**src/rtl/len_seq_pkg.sv**
```systemverilog
package len_seq_pkg;
  typedef enum logic [2:0] {
    CMD_START   = 3'd0,
    CMD_WRITE   = 3'd1,
    CMD_RD_ACK  = 3'd2,
    CMD_RD_NACK = 3'd3,
    CMD_STOP    = 3'd4
  } eng_cmd_e;

  typedef enum logic [1:0] {
    SW_WRITE   = 2'd0,
    SW_RD_ACK  = 2'd1,
    SW_RD_NACK = 2'd2,
    SW_STOP    = 2'd3
  } sw_cmd_e;

  typedef enum logic [3:0] {
    S_IDLE, S_ADDR, S_ADDR_W, S_FETCH, S_WR, S_WR_W,
    S_RD, S_RD_W, S_PUSH, S_MAN, S_STOP, S_STOP_W
  } seq_state_e;

  localparam int FLAG_N   = 3;
  localparam int FLG_LEN  = 0;
  localparam int FLG_ADDR = 1;
  localparam int FLG_IRQ  = 2;
endpackage

```
**src/rtl/len_seq_count.sv**
```systemverilog
module len_seq_count #(
  parameter int LEN_W = 8
) (
  input  logic             clk_i,
  input  logic             rst_ni,
  input  logic             load_i,
  input  logic [LEN_W-1:0] load_val_i,
  input  logic             dec_i,
  output logic             last_o,
  output logic             zero_o
);
  logic [LEN_W-1:0] cnt_q;

  always_ff @(posedge clk_i or negedge rst_ni) begin
    if (!rst_ni)     cnt_q <= '0;
    else if (load_i) cnt_q <= load_val_i;
    else if (dec_i)  cnt_q <= cnt_q - 1'b1;
  end

  assign zero_o = (cnt_q == '0);
  assign last_o = (cnt_q == LEN_W'(1));


  cnt_underflow_chk: assert property (@(posedge clk_i) disable iff (!rst_ni)
    dec_i |-> cnt_q != '0);
endmodule

```
**src/rtl/len_seq_flags.sv**
```systemverilog
module len_seq_flags #(
  parameter int N = 3
) (
  input  logic         clk_i,
  input  logic         rst_ni,
  input  logic [N-1:0] set_i,
  input  logic [N-1:0] clr_i,
  output logic [N-1:0] flags_o
);
  for (genvar i = 0; i < N; i++) begin : g_flag
    logic flag_q;
    always_ff @(posedge clk_i or negedge rst_ni) begin
      if (!rst_ni)       flag_q <= 1'b0;
      else if (set_i[i]) flag_q <= 1'b1;  // set wins over clear
      else if (clr_i[i]) flag_q <= 1'b0;
    end
    assign flags_o[i] = flag_q;


    w1c_clear_chk: assert property (@(posedge clk_i) disable iff (!rst_ni)
      clr_i[i] && !set_i[i] |=> !flags_o[i]);

    w1c_hold_chk: assert property (@(posedge clk_i) disable iff (!rst_ni)
      !clr_i[i] && !set_i[i] |=> $stable(flags_o[i]));
  end
endmodule

```
**src/rtl/len_seq_ctrl.sv**
```systemverilog
module len_seq_ctrl
  import len_seq_pkg::*;
#(
  parameter int DATA_W = 8
) (
  input  logic              clk_i,
  input  logic              rst_ni,
  input  logic              cfg_we_i,
  input  logic [DATA_W-2:0] cfg_addr_i,
  input  logic              cfg_rd_i,
  input  logic              cfg_lenen_i,
  input  logic              sw_cmd_valid_i,
  input  logic [1:0]        sw_cmd_i,
  output logic              eng_cmd_valid_o,
  output logic [2:0]        eng_cmd_o,
  output logic [DATA_W-1:0] eng_data_o,
  input  logic              eng_cmd_ready_i,
  input  logic              eng_rsp_valid_i,
  input  logic              eng_rsp_nack_i,
  input  logic [DATA_W-1:0] eng_rsp_data_i,
  input  logic              tx_valid_i,
  input  logic [DATA_W-1:0] tx_data_i,
  output logic              tx_ready_o,
  output logic              rx_valid_o,
  output logic [DATA_W-1:0] rx_data_o,
  input  logic              rx_ready_i,
  output logic              cnt_load_o,
  output logic              cnt_dec_o,
  input  logic              cnt_last_i,
  input  logic              cnt_zero_i,
  output logic              set_len_err_o,
  output logic              set_addr_nack_o,
  output logic              busy_o
);
  seq_state_e        state_q, state_d;
  logic [DATA_W-2:0] addr_q;
  logic              rd_q, auto_q, man_nack_q, man_nack_d;
  logic [DATA_W-1:0] byte_q, byte_d;
  logic              take_cfg;

  assign take_cfg = (state_q == S_IDLE) && cfg_we_i;

  always_comb begin
    state_d         = state_q;
    byte_d          = byte_q;
    man_nack_d      = man_nack_q;
    eng_cmd_valid_o = 1'b0;
    eng_cmd_o       = CMD_STOP;
    eng_data_o      = byte_q;
    tx_ready_o      = 1'b0;
    rx_valid_o      = 1'b0;
    cnt_dec_o       = 1'b0;
    set_len_err_o   = 1'b0;
    set_addr_nack_o = 1'b0;
    unique case (state_q)
      S_IDLE: if (cfg_we_i) state_d = S_ADDR;
      S_ADDR: begin
        eng_cmd_valid_o = 1'b1;
        eng_cmd_o       = CMD_START;
        eng_data_o      = {addr_q, rd_q};
        if (eng_cmd_ready_i) state_d = S_ADDR_W;
      end
      S_ADDR_W: if (eng_rsp_valid_i) begin
        if (eng_rsp_nack_i) begin
          set_addr_nack_o = 1'b1;
          state_d         = S_STOP;
        end else if (!auto_q)  state_d = S_MAN;
        else if (cnt_zero_i)   state_d = S_STOP;
        else if (rd_q)         state_d = S_RD;
        else                   state_d = S_FETCH;
      end
      S_FETCH: begin
        tx_ready_o = 1'b1;
        if (tx_valid_i) begin
          byte_d  = tx_data_i;
          state_d = S_WR;
        end
      end
      S_WR: begin
        eng_cmd_valid_o = 1'b1;
        eng_cmd_o       = CMD_WRITE;
        if (eng_cmd_ready_i) state_d = S_WR_W;
      end
      S_WR_W: if (eng_rsp_valid_i) begin
        if (!auto_q) state_d = S_MAN;
        else begin
          cnt_dec_o = 1'b1;
          if (eng_rsp_nack_i) begin
            set_len_err_o = !cnt_last_i;  // NACK on the final byte is normal
            state_d       = S_STOP;
          end else state_d = cnt_last_i ? S_STOP : S_FETCH;
        end
      end
      S_RD: begin
        eng_cmd_valid_o = 1'b1;
        if (auto_q) eng_cmd_o = cnt_last_i ? CMD_RD_NACK : CMD_RD_ACK;
        else        eng_cmd_o = man_nack_q ? CMD_RD_NACK : CMD_RD_ACK;
        if (eng_cmd_ready_i) state_d = S_RD_W;
      end
      S_RD_W: if (eng_rsp_valid_i) begin
        byte_d  = eng_rsp_data_i;
        state_d = S_PUSH;
      end
      S_PUSH: begin
        rx_valid_o = 1'b1;
        if (rx_ready_i) begin
          if (!auto_q) state_d = S_MAN;
          else begin
            cnt_dec_o = 1'b1;
            state_d   = cnt_last_i ? S_STOP : S_RD;
          end
        end
      end
      S_MAN: if (sw_cmd_valid_i) begin
        unique case (sw_cmd_e'(sw_cmd_i))
          SW_WRITE:   state_d = S_FETCH;
          SW_RD_ACK:  begin man_nack_d = 1'b0; state_d = S_RD; end
          SW_RD_NACK: begin man_nack_d = 1'b1; state_d = S_RD; end
          SW_STOP:    state_d = S_STOP;
          default:    state_d = S_MAN;
        endcase
      end
      S_STOP: begin
        eng_cmd_valid_o = 1'b1;
        eng_cmd_o       = CMD_STOP;
        if (eng_cmd_ready_i) state_d = S_STOP_W;
      end
      S_STOP_W: if (eng_rsp_valid_i) state_d = S_IDLE;
      default: state_d = S_IDLE;
    endcase
  end

  always_ff @(posedge clk_i or negedge rst_ni) begin
    if (!rst_ni) begin
      state_q    <= S_IDLE;
      addr_q     <= '0;
      rd_q       <= 1'b0;
      auto_q     <= 1'b0;
      man_nack_q <= 1'b0;
      byte_q     <= '0;
    end else begin
      state_q    <= state_d;
      byte_q     <= byte_d;
      man_nack_q <= man_nack_d;
      if (take_cfg) begin
        addr_q <= cfg_addr_i;
        rd_q   <= cfg_rd_i;
        auto_q <= cfg_lenen_i;
      end
    end
  end

  assign cnt_load_o = take_cfg;
  assign rx_data_o  = byte_q;
  assign busy_o     = (state_q != S_IDLE);


  cmd_hold_chk: assert property (@(posedge clk_i) disable iff (!rst_ni)
    eng_cmd_valid_o && !eng_cmd_ready_i |=>
      eng_cmd_valid_o && $stable(eng_cmd_o) && $stable(eng_data_o));

  rx_hold_chk: assert property (@(posedge clk_i) disable iff (!rst_ni)
    rx_valid_o && !rx_ready_i |=> rx_valid_o && $stable(rx_data_o));

  len_err_stop_chk: assert property (@(posedge clk_i) disable iff (!rst_ni)
    set_len_err_o |=> eng_cmd_valid_o && eng_cmd_o == CMD_STOP);

  addr_nack_stop_chk: assert property (@(posedge clk_i) disable iff (!rst_ni)
    set_addr_nack_o |=> eng_cmd_valid_o && eng_cmd_o == CMD_STOP);

  busy_ignore_chk: assert property (@(posedge clk_i) disable iff (!rst_ni)
    busy_o && cfg_we_i |=> $stable(addr_q) && $stable(rd_q) && $stable(auto_q));

  busy_drop_chk: assert property (@(posedge clk_i) disable iff (!rst_ni)
    $fell(busy_o) |-> $past(eng_rsp_valid_i));
endmodule

```
**src/rtl/len_txn_seq.sv**
```systemverilog
module len_txn_seq
  import len_seq_pkg::*;
#(
  parameter int DATA_W = 8,
  parameter int LEN_W  = 8
) (
  input  logic              clk_i,
  input  logic              rst_ni,
  input  logic              cfg_we_i,
  input  logic [DATA_W-2:0] cfg_addr_i,
  input  logic              cfg_rd_i,
  input  logic [LEN_W-1:0]  cfg_len_i,
  input  logic              cfg_lenen_i,
  input  logic              sw_cmd_valid_i,
  input  logic [1:0]        sw_cmd_i,
  input  logic [2:0]        st_clr_i,
  output logic              eng_cmd_valid_o,
  output logic [2:0]        eng_cmd_o,
  output logic [DATA_W-1:0] eng_data_o,
  input  logic              eng_cmd_ready_i,
  input  logic              eng_rsp_valid_i,
  input  logic              eng_rsp_nack_i,
  input  logic [DATA_W-1:0] eng_rsp_data_i,
  input  logic              tx_valid_i,
  input  logic [DATA_W-1:0] tx_data_i,
  output logic              tx_ready_o,
  output logic              rx_valid_o,
  output logic [DATA_W-1:0] rx_data_o,
  input  logic              rx_ready_i,
  output logic              busy_o,
  output logic              len_err_o,
  output logic              addr_nack_o,
  output logic              err_irq_o
);
  logic cnt_load, cnt_dec, cnt_last, cnt_zero;
  logic set_len_err, set_addr_nack;
  logic [FLAG_N-1:0] flag_set, flags;
  logic [LEN_W-1:0]  load_val;

  assign load_val = cfg_lenen_i ? cfg_len_i : '0;

  len_seq_ctrl #(.DATA_W(DATA_W)) ctrl_i (
    .clk_i, .rst_ni, .cfg_we_i, .cfg_addr_i, .cfg_rd_i, .cfg_lenen_i,
    .sw_cmd_valid_i, .sw_cmd_i,
    .eng_cmd_valid_o, .eng_cmd_o, .eng_data_o, .eng_cmd_ready_i,
    .eng_rsp_valid_i, .eng_rsp_nack_i, .eng_rsp_data_i,
    .tx_valid_i, .tx_data_i, .tx_ready_o,
    .rx_valid_o, .rx_data_o, .rx_ready_i,
    .cnt_load_o(cnt_load), .cnt_dec_o(cnt_dec),
    .cnt_last_i(cnt_last), .cnt_zero_i(cnt_zero),
    .set_len_err_o(set_len_err), .set_addr_nack_o(set_addr_nack),
    .busy_o
  );

  len_seq_count #(.LEN_W(LEN_W)) count_i (
    .clk_i, .rst_ni, .load_i(cnt_load), .load_val_i(load_val),
    .dec_i(cnt_dec), .last_o(cnt_last), .zero_o(cnt_zero)
  );

  always_comb begin
    flag_set           = '0;
    flag_set[FLG_LEN]  = set_len_err;
    flag_set[FLG_ADDR] = set_addr_nack;
    flag_set[FLG_IRQ]  = set_len_err | set_addr_nack;
  end

  len_seq_flags #(.N(FLAG_N)) flags_i (
    .clk_i, .rst_ni, .set_i(flag_set), .clr_i(st_clr_i), .flags_o(flags)
  );

  assign len_err_o   = flags[FLG_LEN];
  assign addr_nack_o = flags[FLG_ADDR];
  assign err_irq_o   = flags[FLG_IRQ];
endmodule

```
**config.mk**
```make
export PLATFORM = sky130hd
export DESIGN_NAME = len_txn_seq
export DESIGN_NICKNAME = d
export VERILOG_FILES = /design/src/rtl/len_seq_pkg.sv /design/src/rtl/len_seq_count.sv /design/src/rtl/len_seq_flags.sv /design/src/rtl/len_seq_ctrl.sv /design/src/rtl/len_txn_seq.sv
export SDC_FILE = /design/constraint.sdc
export NUM_CORES = 1
export LEC_CHECK = 0
export BUFFER_PORTS_ARGS = -buffer_cell sky130_fd_sc_hd__buf_2
export CORE_UTILIZATION = 35
export DETAILED_ROUTE_END_ITERATION = 7
export GPL_TIMING_DRIVEN = 1
export RECOVER_POWER = 100
export SETUP_SLACK_MARGIN = 0.4
export SLEW_MARGIN = 20
export SYNTH_ARGS = -nofsm -noshare
export SYNTH_HDL_FRONTEND = slang
export SYNTH_SLANG_ARGS = --single-unit
```
**constraint.sdc**
```tcl
create_clock -name clk_i -period 2.1 [get_ports clk_i]
set_input_delay 0.42 -clock clk_i [delete_from_list [all_inputs] [get_ports clk_i]]
set_output_delay 0.42 -clock clk_i [all_outputs]
set_load 0.005 [all_outputs]
```
== Yosys cells after proc, flatten, opt, wreduce, memory -nomap -nowiden ==
Cells that the tools add are included.
Operators by class
  add/subtract/negate cells: 1
  eq/ne operators: 27
  mux-type cells: 55
  bitwise logic cells: 1
  reductions and logical operators: 17
Operator list (number)
  4-bit two-way mux: 20
  8-bit two-way mux: 6
  4-bit one-hot mux with 12 select lines: 1
  2-bit != test (second input constant): 12
  1-bit two-way mux: 21
  4-bit by 3-bit equality test with 1-bit output (second input constant): 4
  4-bit equality test (second input constant): 4
  8-bit one-hot mux with 2 select lines: 1
  4-bit one-hot mux with 3 select lines: 1
  12-bit AND reduction: 1
  2-bit nonzero test: 6
  3-bit one-hot mux with 3 select lines: 1
  4-bit by 2-bit equality test with 1-bit output (second input constant): 2
  8-bit by 1-bit equality test with 1-bit output (second input constant): 1
  8-bit zero test: 1
  8-bit by 1-bit subtractor with 8-bit output (second input constant): 1
  3-bit two-way mux: 2
  3-bit AND reduction: 2
  2-bit equality test (second input constant): 2
  4-bit by 1-bit equality test with 1-bit output (second input constant): 1
  4-bit zero test: 1
  1-bit one-hot mux with 2 select lines: 2
  4-bit nonzero test: 1
  4-bit OR reduction: 1
  6 further kinds: 6
Storage, ports and cells
  flip-flop bits (word level): 33
  bits of input ports: 47
  output and inout port bits: 26
  word-level logic and storage cells: 111

== Longest topological paths before layout ==
Gate-level depths: netlist of the first run.
  word-level depth: 8
  gate-level depth with buffers: 7
  depth with buffers taken out: 7

== Modules after synthesis ==
Synthesis of the first run repeated with hierarchy kept, for this count alone.
Second synthesis, totals
  cell total of the unflattened synthesis: 232
  area total of the unflattened synthesis: 2214.6 µm²
Modules (own cells, without submodules)
  len_seq_ctrl: times used 1, cells each 158, area an instance 1551.5 µm², seq. area each 550.5 µm²
  len_seq_count: times used 1, cells each 53, area an instance 475.5 µm², seq. area each 200.2 µm²
  len_seq_flags: times used 1, cells each 12, area an instance 131.4 µm², seq. area each 75.1 µm²
  len_txn_seq: times used 1, cells each 9, area an instance 56.3 µm², seq. area each 0.0 µm²

== Least setup slack after synthesis of the first run ==
Ideal clock, no wire load.
  kind: register to register
  from: reg ctrl_i.state_q[1]
  to: reg count_i.cnt_q[1]
  setup time: 0.077 ns
  data arrival time: 1.841 ns
  data required time: 2.023 ns
  slack: 0.182 ns
  stages on the path, launching flop included: 6
  buffers on the path: 0
  clock period less this slack: 1.918 ns
  path through: dfrtp_1 > nor4b_4 > mux2i_1 > nor2_1 > mux2_2 > a21oi_1
On the way
  word-level cells in the longest chain between the ends: 3
  elaborated cells on any way between the ends: 7
  those cells by class: 2 x eq/ne; 2 x mux; 3 x reduce/logical
Ends and longest elaborated chain
  start: declaration: line len_seq_ctrl.sv:35  | seq_state_e state_q, state_d;
  start signal: assignment: line len_seq_ctrl.sv:142  | state_q <= state_d;
  4-bit equality test, or another cell as far along: line len_seq_ctrl.sv:55  | unique case (state_q)
  1-bit one-hot mux with 2 select lines / 1-bit logical AND (equally long branches): line len_seq_ctrl.sv:55, len_seq_ctrl.sv:41
  2-bit nonzero test (no line) / 8-bit two-way mux (equally long branches)
  end signal: assignment: line len_seq_count.sv:16  | else if (load_i) cnt_q <= load_val_i;
  end signal: assignment: line len_seq_count.sv:17  | else if (dec_i) cnt_q <= cnt_q - 1'b1;
  end: declaration: line len_seq_count.sv:12  | logic [LEN_W-1:0] cnt_q;
Several ways; a longest one is shown, not always the timed one.
A chain may end at the register's enable or synchronous reset.

== Worst setup path in the final report of the first run ==
  from: reg ctrl_i.state_q[3]
  to: reg ctrl_i.state_q[3]
On the way
  word-level cells in the longest chain between the ends: 3
  elaborated cells on any way between the ends: 26
  those cells by class: 23 x eq/ne; 1 x mux; 2 x reduce/logical
Ends and longest elaborated chain (line)
  4-bit equality test, or another cell as far along: len_seq_ctrl.sv:55
  2-bit != test (no line)
  12-bit AND reduction (no line)
Several ways; a longest one is shown, not always the timed one.

==> flow_summary_export.csv, run 1 <==
group,metric,value,unit
outcome,status,"complete, no violations",
global_route,grt_use_total,20.6,%
routing,viasPerCell,5.18,
sta,setup_tns,0,ns
routing,maxUsedRoutingLayer,"met4",
floorplan,pin_count,73,
setup_path,end_kind,"flop",
routing,ant_nets,0,
floorplan,die_w,80.9,µm
global_route,overflow,0,
clock_tree,cts.sinks,33,
routing,wl_met3,327,µm
yosys,ys_seq_elements,33,
yosys,syn_area,0.00218,mm²
floorplan,initial_core_util,36.6,%
floorplan,dieArea,0.00654,mm²
yosys,synth_ff_type,"dfrtp_1",
routing,drt_wl_total,7.01,mm
clock_tree,clockBufferDepth,2,
cells_and_area,final_area,0.00364,mm²
power,vdd_drop_max,725,µV
placement,hpwl,4.19,mm
routing,drt_pass1_iterations,4,
global_route,grt_pass1_vias,2080,
power,p_total,5.61,mW
yosys,ys_types,43,
clock_tree,clkSlewWorstSetupHoldPaths,0.07,ns
yosys,synth_nets,285,
setup_path,crit_path_max_fanout,6,
yosys,ys_seq_area_share,37.9,%
cells_and_area,multi_input_area,0.00163,mm²
global_route,grt_max_degree,34,
cells_and_area,seq_area,833,µm²
setup_path,crit_type,"flop to flop",
clock_tree,numCtsBuffers,5,
routing,vias,2211,
clock_tree,clk_latency,0.28,ns
sta,timing.final.crit_period,2.02,ns
routing,drc_errors,0,
sta,slew_viol_final,0,
setup_path,arrival,2.19,ns
power,power_leakage,1.71,nW
sta,tightest_slew,0.752,ns
floorplan,core,0.00596,mm²
sta,hold_violations,0,
yosys,ys_warn_count,0,
routing,wl_per_cell,16.4,µm
placement,place.gp.congestion,0.899,
cells_and_area,syn_to_final_growth,67.1,%
global_route,grt_pass1_wl,10.2,mm
power,powerDensity,1540,mW/mm²
clock_tree,cts_tree,"yes",
job,cap_viol_max_count,0,
sta,fmax,0.494,GHz
yosys,ys_async_sr_fraction,100,%
clock_tree,htreeDepth,2,
sta,slew_headroom,49.9,%
cells_and_area,num-fill-cells,498,
yosys,avgSynthCellArea,9.38,µm²
cells_and_area,diodes,0,
placement,port_buffers,72,
clock_tree,hold_buffers,0,
min_path,hold_class,"primary input to async pin",
sta,skew,0.00498,ns
routing,met1_length,3.08,mm
clock_tree,cts_root_buf,"clkbuf_8",
sta,rsz0062_at_grt,"true",
setup_path,critPathLaunchType,"flop",
cells_and_area,layout.nets,404,
floorplan,rows,28,
setup_path,cp.required,2.27,ns
placement,place_area,0.00272,mm²
sta,finalCritPeriodShare,96.4,%
global_route,antenna_found_initial,0,
sta,setup_viol,0,
routing,drt_iter0_markers,83,
floorplan,die_y,80.9,µm
yosys,synthCells,232,
cells_and_area,drive_gt1_share,56.8,%
yosys,synth_edf_count,0,
routing,wl_met2,3.47,mm
==> power by group <==
group | internal, mW | total [mW] | switching, mW | leakage, nW
Combinational | 2.02 | 3.63 | 1.62 | 1.25
Clock | 0.472 | 0.717 | 0.246 | 0.0681
Sequential | 0.952 | 1.26 | 0.304 | 0.385
Total | 3.44 | 5.61 | 2.17 | 1.71
==> worst max-delay path, stage by stage, from the launching register on <==
cell	delay (ns)
dfrtp_2	0.39
buf_6	0.12
buf_4	0.16
clkbuf_2	0.18
clkbuf_1	0.17
nand4b_1	0.18
o41ai_2	0.10
a21oi_1	0.18
o311ai_2	0.13
mux2_4	0.28
==> per-stage QoR <==
step / utilization (%) / instances / hold slack [ns] / worst slack [ns]
after floorplan: - / 232 / 0.124 / 0.313
after global placement: 45.7 / 380 / 0.464 / 0.186
after detailed placement: 45.7 / 380 / 0.472 / 0.133
after CTS: 56.6 / 418 / 0.224 / 0.0777
after global routing: 61.1 / 427 / 0.258 / -0.0270
final: 61.1 / 427 / 0.201 / 0.0766
==> synthesized netlist by cell type, types with 3 or more instances <==
library cell  number  area share, %
dfrtp_1           33             38
a21oi_1           31            7.1
mux2_2            22             11
nor2_1            22            3.8
inv_1             14            2.4
mux2i_1           12            5.5
buf_2              8            1.8
nand2_1            8            1.4
xnor2_1            8            3.2
ha_1               6            3.4
nand2b_1           6            1.7
nor3_1             5            1.1
nor3b_1            5            1.7
o21ai_0            5            1.1
a31oi_1            4            1.1
nor4_1             4            1.1
clkbuf_1           3           0.52
nor2b_1            3           0.86
o22ai_1            3           0.86
==> final cells by class <==
type | instances | area share [%]
sequential | 33 | 22.9
clock buffer | 5 | 1.89
inverter | 14 | 1.48
timing repair buffer | 125 | 24.7
multi-input combinational | 172 | 44.7
clock inverter | 3 | 1.79
tap | 75 | 2.58
==> final timing paths <==
| path | startpoint | to | slack, ns | depth (start not counted) |
|---|---|---|---|---|
| min | rst_ni | count_i.cnt_q[4] | 0.20 | 1 |
| max reg2reg | ctrl_i.state_q[3] | ctrl_i.state_q[3] | 0.08 | 9 |
| max in group asynchronous | rst_ni | ctrl_i.state_q[1] | 1.38 | 1 |
| min reg2reg | flags_i.g_flag[2].flag_q | flags_i.g_flag[2].flag_q | 0.48 | 1 |
| max | ctrl_i.state_q[3] | ctrl_i.state_q[3] | 0.08 | 9 |
| min in group clk_i | st_clr_i[1] | flags_i.g_flag[1].flag_q | 0.32 | 2 |
==> cells by family after synthesis <==
group	after synthesis	synth area share, %
AOI/OAI and AO/OA	57	15.9
xor gates and xnor gates	8	3.22
adders and majority gates	6	3.45
buffers and inverters	27	5.12
DFF	33	37.9
muxes	34	16.9
and+or+nand+nor	67	17.5
==> state kept, by name, indices dropped and copies added (netlist names) <==
name / count
count_i.cnt_q: 8
ctrl_i.rx_data_o: 8
ctrl_i.addr_q: 7
ctrl_i.state_q: 4
flags_i.g_flag.flag_q: 3
ctrl_i.auto_q: 1
ctrl_i.man_nack_q: 1
ctrl_i.rd_q: 1
==> layer usage <==
metal / global-route usage, % / up-vias
li1: - / 1068
met1: 26.0 / 1065
met2: 35.3 / 67
met3: 3.82 / 11
met4: 7.14 / 0
met5: 0 / -
==> placed cells by master (no fill, tap or decap), types with 3 or more instances in the layout <==
cell type and n:
buf_4 27, mux2i_1 10, mux2_4 12, ha_1 6
dfrtp_1 27, nor2_4 5, nor2b_1 3, nand2b_4 5
clkbuf_2 4, nor2_1 16, clkbuf_1 8, nand2_1 7
nor3_2 3, o21ai_1 3, dfrtp_2 6, nor3b_2 3
clkbuf_8 5, xnor2_1 7, inv_1 13, buf_6 24
mux2_2 10, a21oi_1 29, buf_8 5, buf_2 56
==> timing repair <==
item,4_1_cts,5_1_grt
setup buffers,29,9
pin swaps,17,24
endpoints found under the setup margin,27,35
resized for setup,64,51
hold endpoints to repair,0,0
cloned,1,0
(Power assumes the default switching activity.)
==> run 2: changes to the inputs <==
==> constraint.sdc (replaced) <==
create_clock -name clk_i -period 1.72 [get_ports clk_i]
set_input_delay 0.086 -clock clk_i [delete_from_list [all_inputs] [get_ports clk_i]]
set_output_delay 0.086 -clock clk_i [all_outputs]
set_load 0.005 [all_outputs]
==> run 2 against run 1 <==
Against the previous run: the run now ends with negative setup slack left; utilization increased by 4.3 points; flip-flop and latch count unchanged; global-route usage increased by 2.8 points; via count increased by 7.7%; register-to-register slack got worse by 0.18 ns; critical path depth decreased by 3; critical path type is now flop to output pin; critical endpoint is now eng_data_o[1]; largest cell class unchanged.
==> flow_summary_export.csv, run 2 (synthesized netlist as in run 1, its figures left out) <==
group,metric,value,unit
clock_tree,htreeDepth,2,
power,swShare,37.5,%
setup_path,crit_chain,"buf_12 > nor2b_4 > and2_4 > buf_8 > mux2_4 > buf_6",
routing,drc_errors,0,
sta,slew_headroom,43.2,%
outcome,status,"finished, violations left",
floorplan,die_y,80.9,µm
power,combPwrFrac,69.0,%
sta,rsz0062_at_grt,"true",
sta,fmax,0.546,GHz
setup_path,crit_path_max_fanout,5,
global_route,grt_use_total,23.4,%
floorplan,initial_core_util,36.6,%
sta,timing.final.crit_period,1.83,ns
sta,finalCritPeriodShare,107,%
cells_and_area,layout_common_cells,"buf_2, buf_4, buf_6",
cells_and_area,drive_gt1_share,56.4,%
clock_tree,numCtsBuffers,5,
power,p_seq_share,20.6,%
floorplan,rows,28,
setup_path,critical_path.max_stage_delay,0.43,ns
setup_path,crit_type,"flop to output pin",
routing,viasPerCell,5.30,
power,power_leakage,1.83,nW
routing,ant_nets,0,
floorplan,dieArea,0.00654,mm²
clock_tree,clk_latency,0.28,ns
setup_path,cp_slowest_cell,"dfrtp_2",
cells_and_area,layout.nets,426,
cells_and_area,final_area,0.00390,mm²
global_route,grt_pass1_vias,2350,
outcome,violations,"negative setup slack",
placement,place_ws,-0.120,ns
placement,hpwl,4.49,mm
routing,vias,2381,
power,clkPwrFrac,10.4,%
sta,skew,0.00383,ns
sta,tightest_slew,0.851,ns
routing,drt_pass1_iterations,4,
sta,slew_viol_final,0,
routing,drt_iter0_markers,90,
placement,place_area,0.00303,mm²
min_path,hold_class,"primary input to flop",
setup_path,critPathLaunchType,"flop",
floorplan,die_w,80.9,µm
power,powerDensity,1880,mW/mm²
power,p_total,7.32,mW
setup_path,arrival,1.75,ns
routing,wl_per_cell,17.0,µm
global_route,antenna_found_initial,0,
clock_tree,cts_tree,"yes",
cells_and_area,layout_commonest_cell,"buf_2",
placement,place.gp.congestion,0.909,
global_route,grt_max_degree,34,
clock_tree,cts_root_buf,"clkbuf_8",
power,p_int,4.58,mW
clock_tree,clkSlewWorstSetupHoldPaths,0.07,ns
job,cap_viol_max_count,0,
cells_and_area,num-fill-cells,489,
setup_path,cp.required,1.63,ns
cells_and_area,diodes,0,
setup_path,end_kind,"output pin",
setup_path,crit_buf_inv,3,
routing,drt_wl_total,7.62,mm
power,p_switching,2.75,mW
setup_path,critPathTopFamily,"flip-flops",
clock_tree,clockBufferDepth,2,
sta,setup_viol,23,
placement,port_buffers,72,
clock_tree,cts.sinks,33,
sta,fin_ws,-0.112,ns
floorplan,core,0.00596,mm²
global_route,overflow,0,
sta,hold_violations,0,
power,vdd_drop_max,1040,µV
cells_and_area,syn_to_final_growth,79.0,%
global_route,grt_pass1_wl,11.4,mm
floorplan,pin_count,73,
[run 2: cell count changes in the layout (fill, tap and decap cells not counted), moves of 4 or more]
cell and change:
nand2b_4 -4, buf_4 +9, buf_12 +4, buf_6 +9
nand2b_1 +4
[run 2: path summary, 6_finish.rpt]
| path | startpoint | endpoint | slack, ns | depth (start not counted) |
|---|---|---|---|---|
| max | ctrl_i.state_q[1] | eng_data_o[1] | -0.11 | 6 |
| min | cfg_addr_i[4] | ctrl_i.addr_q[4] | 0.03 | 2 |
| max reg2reg | ctrl_i.state_q[3] | ctrl_i.state_q[3] | -0.10 | 7 |
| min reg2reg | flags_i.g_flag[2].flag_q | flags_i.g_flag[2].flag_q | 0.51 | 1 |
| max in group asynchronous | rst_ni | ctrl_i.state_q[0] | 0.67 | 2 |
| min in group asynchronous | rst_ni | count_i.cnt_q[3] | 0.46 | 2 |
[run 2: layout make-up]
type                    count  area, µm²  share of cell area (%)
multi-input cells         172       1570                    40.4
repair buffers            147       1230                    31.6
flip-flops and latches     33        830                    21.3
well taps                  75       93.8                    2.41
clock buffers               7       86.3                    2.22
inverters                  14       52.6                    1.35
clock inverters             1       30.0                   0.771
[run 2: power groups by stage]
stage	registers [mW]	logic (mW)	clock network, mW
finish	1.51	5.05	0.762
global route	1.56	5.37	0.819
global placement	1.49	3.35	0
detailed placement	1.50	3.38	0
CTS	1.48	4.59	0.780
floorplan	1.46	1.97	0
[run 2: per-stage QoR]
stage	hold slack, ns	TNS [ns]	util, %	std cells
4_1_cts	0.0230	-1.34	62.2	442
5_1_grt	0.0188	-3.49	65.4	449
3_3_place_gp	0.200	-0.414	50.8	408
6_report	0.0257	-1.84	65.4	449
3_5_place_dp	0.204	-0.685	50.8	408
2_1_floorplan	-0.210	-0.0637	-	232
[run 2: timing repair]
item	CTS	global route
gates cloned	3	1
buffers inserted	20	6
hold endpoints to repair	35	0
hold buffers	3	0
gates resized for setup	60	29
pin swaps	23	12
setup endpoints to repair	48	48
[run 2: per-layer routing]
layer	part of all wire, %	GRT usage (%)
met3	5.1	3.93
met2	48	39.0
met1	43	29.4
met4	3.3	10.9
met5	0	0
==> run 3: changes to the inputs <==
- CORE_UTILIZATION: 35 -> 30
==> run 3 against run 2 <==
Against the previous run: first-iteration DRC count shrank 5.6%; clock skew rose by 0.0020 ns; design area fell by 3.2%; clock power rose by 1%; sequential power hardly changed; the flow still finishes with violations (negative setup slack); fmax is 4.5% lower.
==> flow_summary_export.csv, run 3 (synthesized netlist as in run 1, its figures left out) <==
group,metric,value,unit
outcome,status,"finished, violations left",
outcome,violations,"negative setup slack",
setup_path,critPathTopFamily,"multiplexers",
placement,place.gp.congestion,0.889,
global_route,grt_pass1_vias,2239,
floorplan,dieArea,0.00760,mm²
floorplan,core,0.00691,mm²
setup_path,crit_path_max_fanout,7,
floorplan,pin_count,73,
routing,viasPerCell,4.93,
sta,setup_viol,21,
min_path,hold_class,"primary input to flop",
sta,rsz0062_at_grt,"true",
global_route,grt_max_degree,34,
setup_path,crit_path_end,"count_i.cnt_q[1]",
clock_tree,cts_root_buf,"clkbuf_8",
global_route,grt_use_total,18.3,%
setup_path,cp.required,1.94,ns
setup_path,critical_path.max_stage_delay,0.44,ns
cells_and_area,layout.nets,423,
cells_and_area,drive_gt1_share,55.8,%
routing,drt_pass1_iterations,4,
sta,tightest_slew,0.863,ns
global_route,antenna_found_initial,0,
clock_tree,numCtsBuffers,5,
cells_and_area,num-fill-cells,640,
sta,slew_headroom,42.5,%
global_route,overflow,0,
setup_path,r2r-end,"count_i.cnt_q[1]",
cells_and_area,diodes,0,
floorplan,rows,30,
sta,hold_violations,0,
setup_path,rr_worst_depth,7,
cells_and_area,syn_to_final_growth,73.2,%
floorplan,die_y,87.2,µm
power,swShare,37.8,%
setup_path,ff2ff_setup_slack,-0.20,ns
cells_and_area,layout_common_cells,"buf_2, buf_4, buf_6",
routing,drc_errors,0,
placement,hpwl,4.68,mm
sta,fin_ws,-0.199,ns
power,vdd_drop_max,1120,µV
setup_path,crit_chain,"buf_6 > nor4b_4 > mux2i_4 > buf_12 > nor2_4 > mux2_4 > a21oi_2",
power,p_int,4.36,mW
setup_path,r2r-start,"ctrl_i.state_q[1]",
routing,wl_per_cell,15.5,µm
sta,finalCritPeriodShare,112,%
cells_and_area,multi_input_area,0.00156,mm²
clock_tree,clockBufferDepth,2,
clock_tree,cts.sinks,33,
placement,port_buffers,72,
setup_path,critPathLaunchType,"flop",
routing,ant_nets,0,
clock_tree,htreeDepth,2,
setup_path,cp_slowest_cell,"dfrtp_2",
routing,drt_iter0_markers,85,
power,combPwrFrac,67.4,%
sta,timing.final.crit_period,1.92,ns
clock_tree,clkSlewWorstSetupHoldPaths,0.07,ns
sta,setup_tns,-2.32,ns
setup_path,crit_start,"ctrl_i.state_q[1]",
cells_and_area,layout_commonest_cell,"buf_2",
clock_tree,cts_tree,"yes",
power,clkPwrFrac,11.0,%
cells_and_area,seq_area,831,µm²
setup_path,end_kind,"flop",
routing,vias,2303,
power,power_leakage,1.77,nW
global_route,grt_pass1_wl,10.7,mm
setup_path,crit_buf_inv,2,
sta,skew,0.00584,ns
floorplan,initial_core_util,31.5,%
power,powerDensity,1860,mW/mm²
placement,place_ws,-0.203,ns
setup_path,crit_type,"flop to flop",
setup_path,worst-path-stages,7,
sta,fmax,0.521,GHz
clock_tree,clk_latency,0.29,ns
power,p_switching,2.65,mW
floorplan,die_w,87.2,µm
setup_path,arrival,2.13,ns
sta,slew_viol_final,0,
routing,drt_wl_total,7.22,mm
job,cap_viol_max_count,0,
power,p_seq_share,21.6,%
[run 3: cell type report]
type                    count  share of cell area, %
clock buffers               7                   2.29
clock inverters             1                  0.796
inverters                  14                   1.39
repair buffers            144                   29.0
flip-flops and latches     33                   22.0
multi-input cells         172                   41.3
well taps                  96                   3.19
[run 3: worst min-delay path by stage]
stage,startpoint,cells after the start,endpoint,slack (ns)
floorplan,rst_ni,0,count_i.cnt_q[0],-0.21
global placement,rst_ni,2,count_i.cnt_q[4],0.15
detailed placement,rst_ni,2,count_i.cnt_q[4],0.15
CTS,cfg_addr_i[1],2,ctrl_i.addr_q[1],0.02
global route,cfg_addr_i[6],2,ctrl_i.addr_q[6],0.02
finish,cfg_addr_i[4],2,ctrl_i.addr_q[4],0.03
[run 3: per-stage QoR]
stage	utilization (%)	hold WS, ns	instances	power [mW]	instance area (µm²)
after global placement	43.5	0.150	424	4.69	3000
after CTS	50.5	0.0208	451	6.33	3480
after detailed placement	43.5	0.154	424	4.75	3000
after floorplan	-	-0.210	232	3.43	2290
final	54.6	0.0274	467	7.00	3770
after global routing	54.6	0.0237	467	7.41	3770
[run 3: worst register-to-register path: stages, from the launching register on]
cell and delay [ns]:
dfrtp_2 0.44, buf_6 0.13, nor4b_4 0.36, mux2i_4 0.31
buf_12 0.15, nor2_4 0.05, mux2_4 0.31, a21oi_2 0.10
[run 3: power groups by stage]
stage	logic, mW	registers (mW)	clock network, mW
final	4.72	1.51	0.770
after global routing	5.03	1.56	0.817
after CTS	4.04	1.50	0.788
after detailed placement	3.24	1.51	0
after global placement	3.20	1.50	0
after floorplan	1.97	1.46	0
[run 3: layer usage]
layer  vias up  wire length, µm  track usage, %
met5         -                0               0
li1       1110                -               -
met1      1094             3140            23.8
met4         0              144            5.96
met3        14              357            3.32
met2        85             3580            30.9
[run 3: repair_timing]
action                                  CTS  global route
resized for setup                        46            36
setup buffers                            16            16
pin swaps                                12            16
hold buffers                              3             0
endpoints found under the hold margin    35             0
endpoints found under the setup margin   48            48
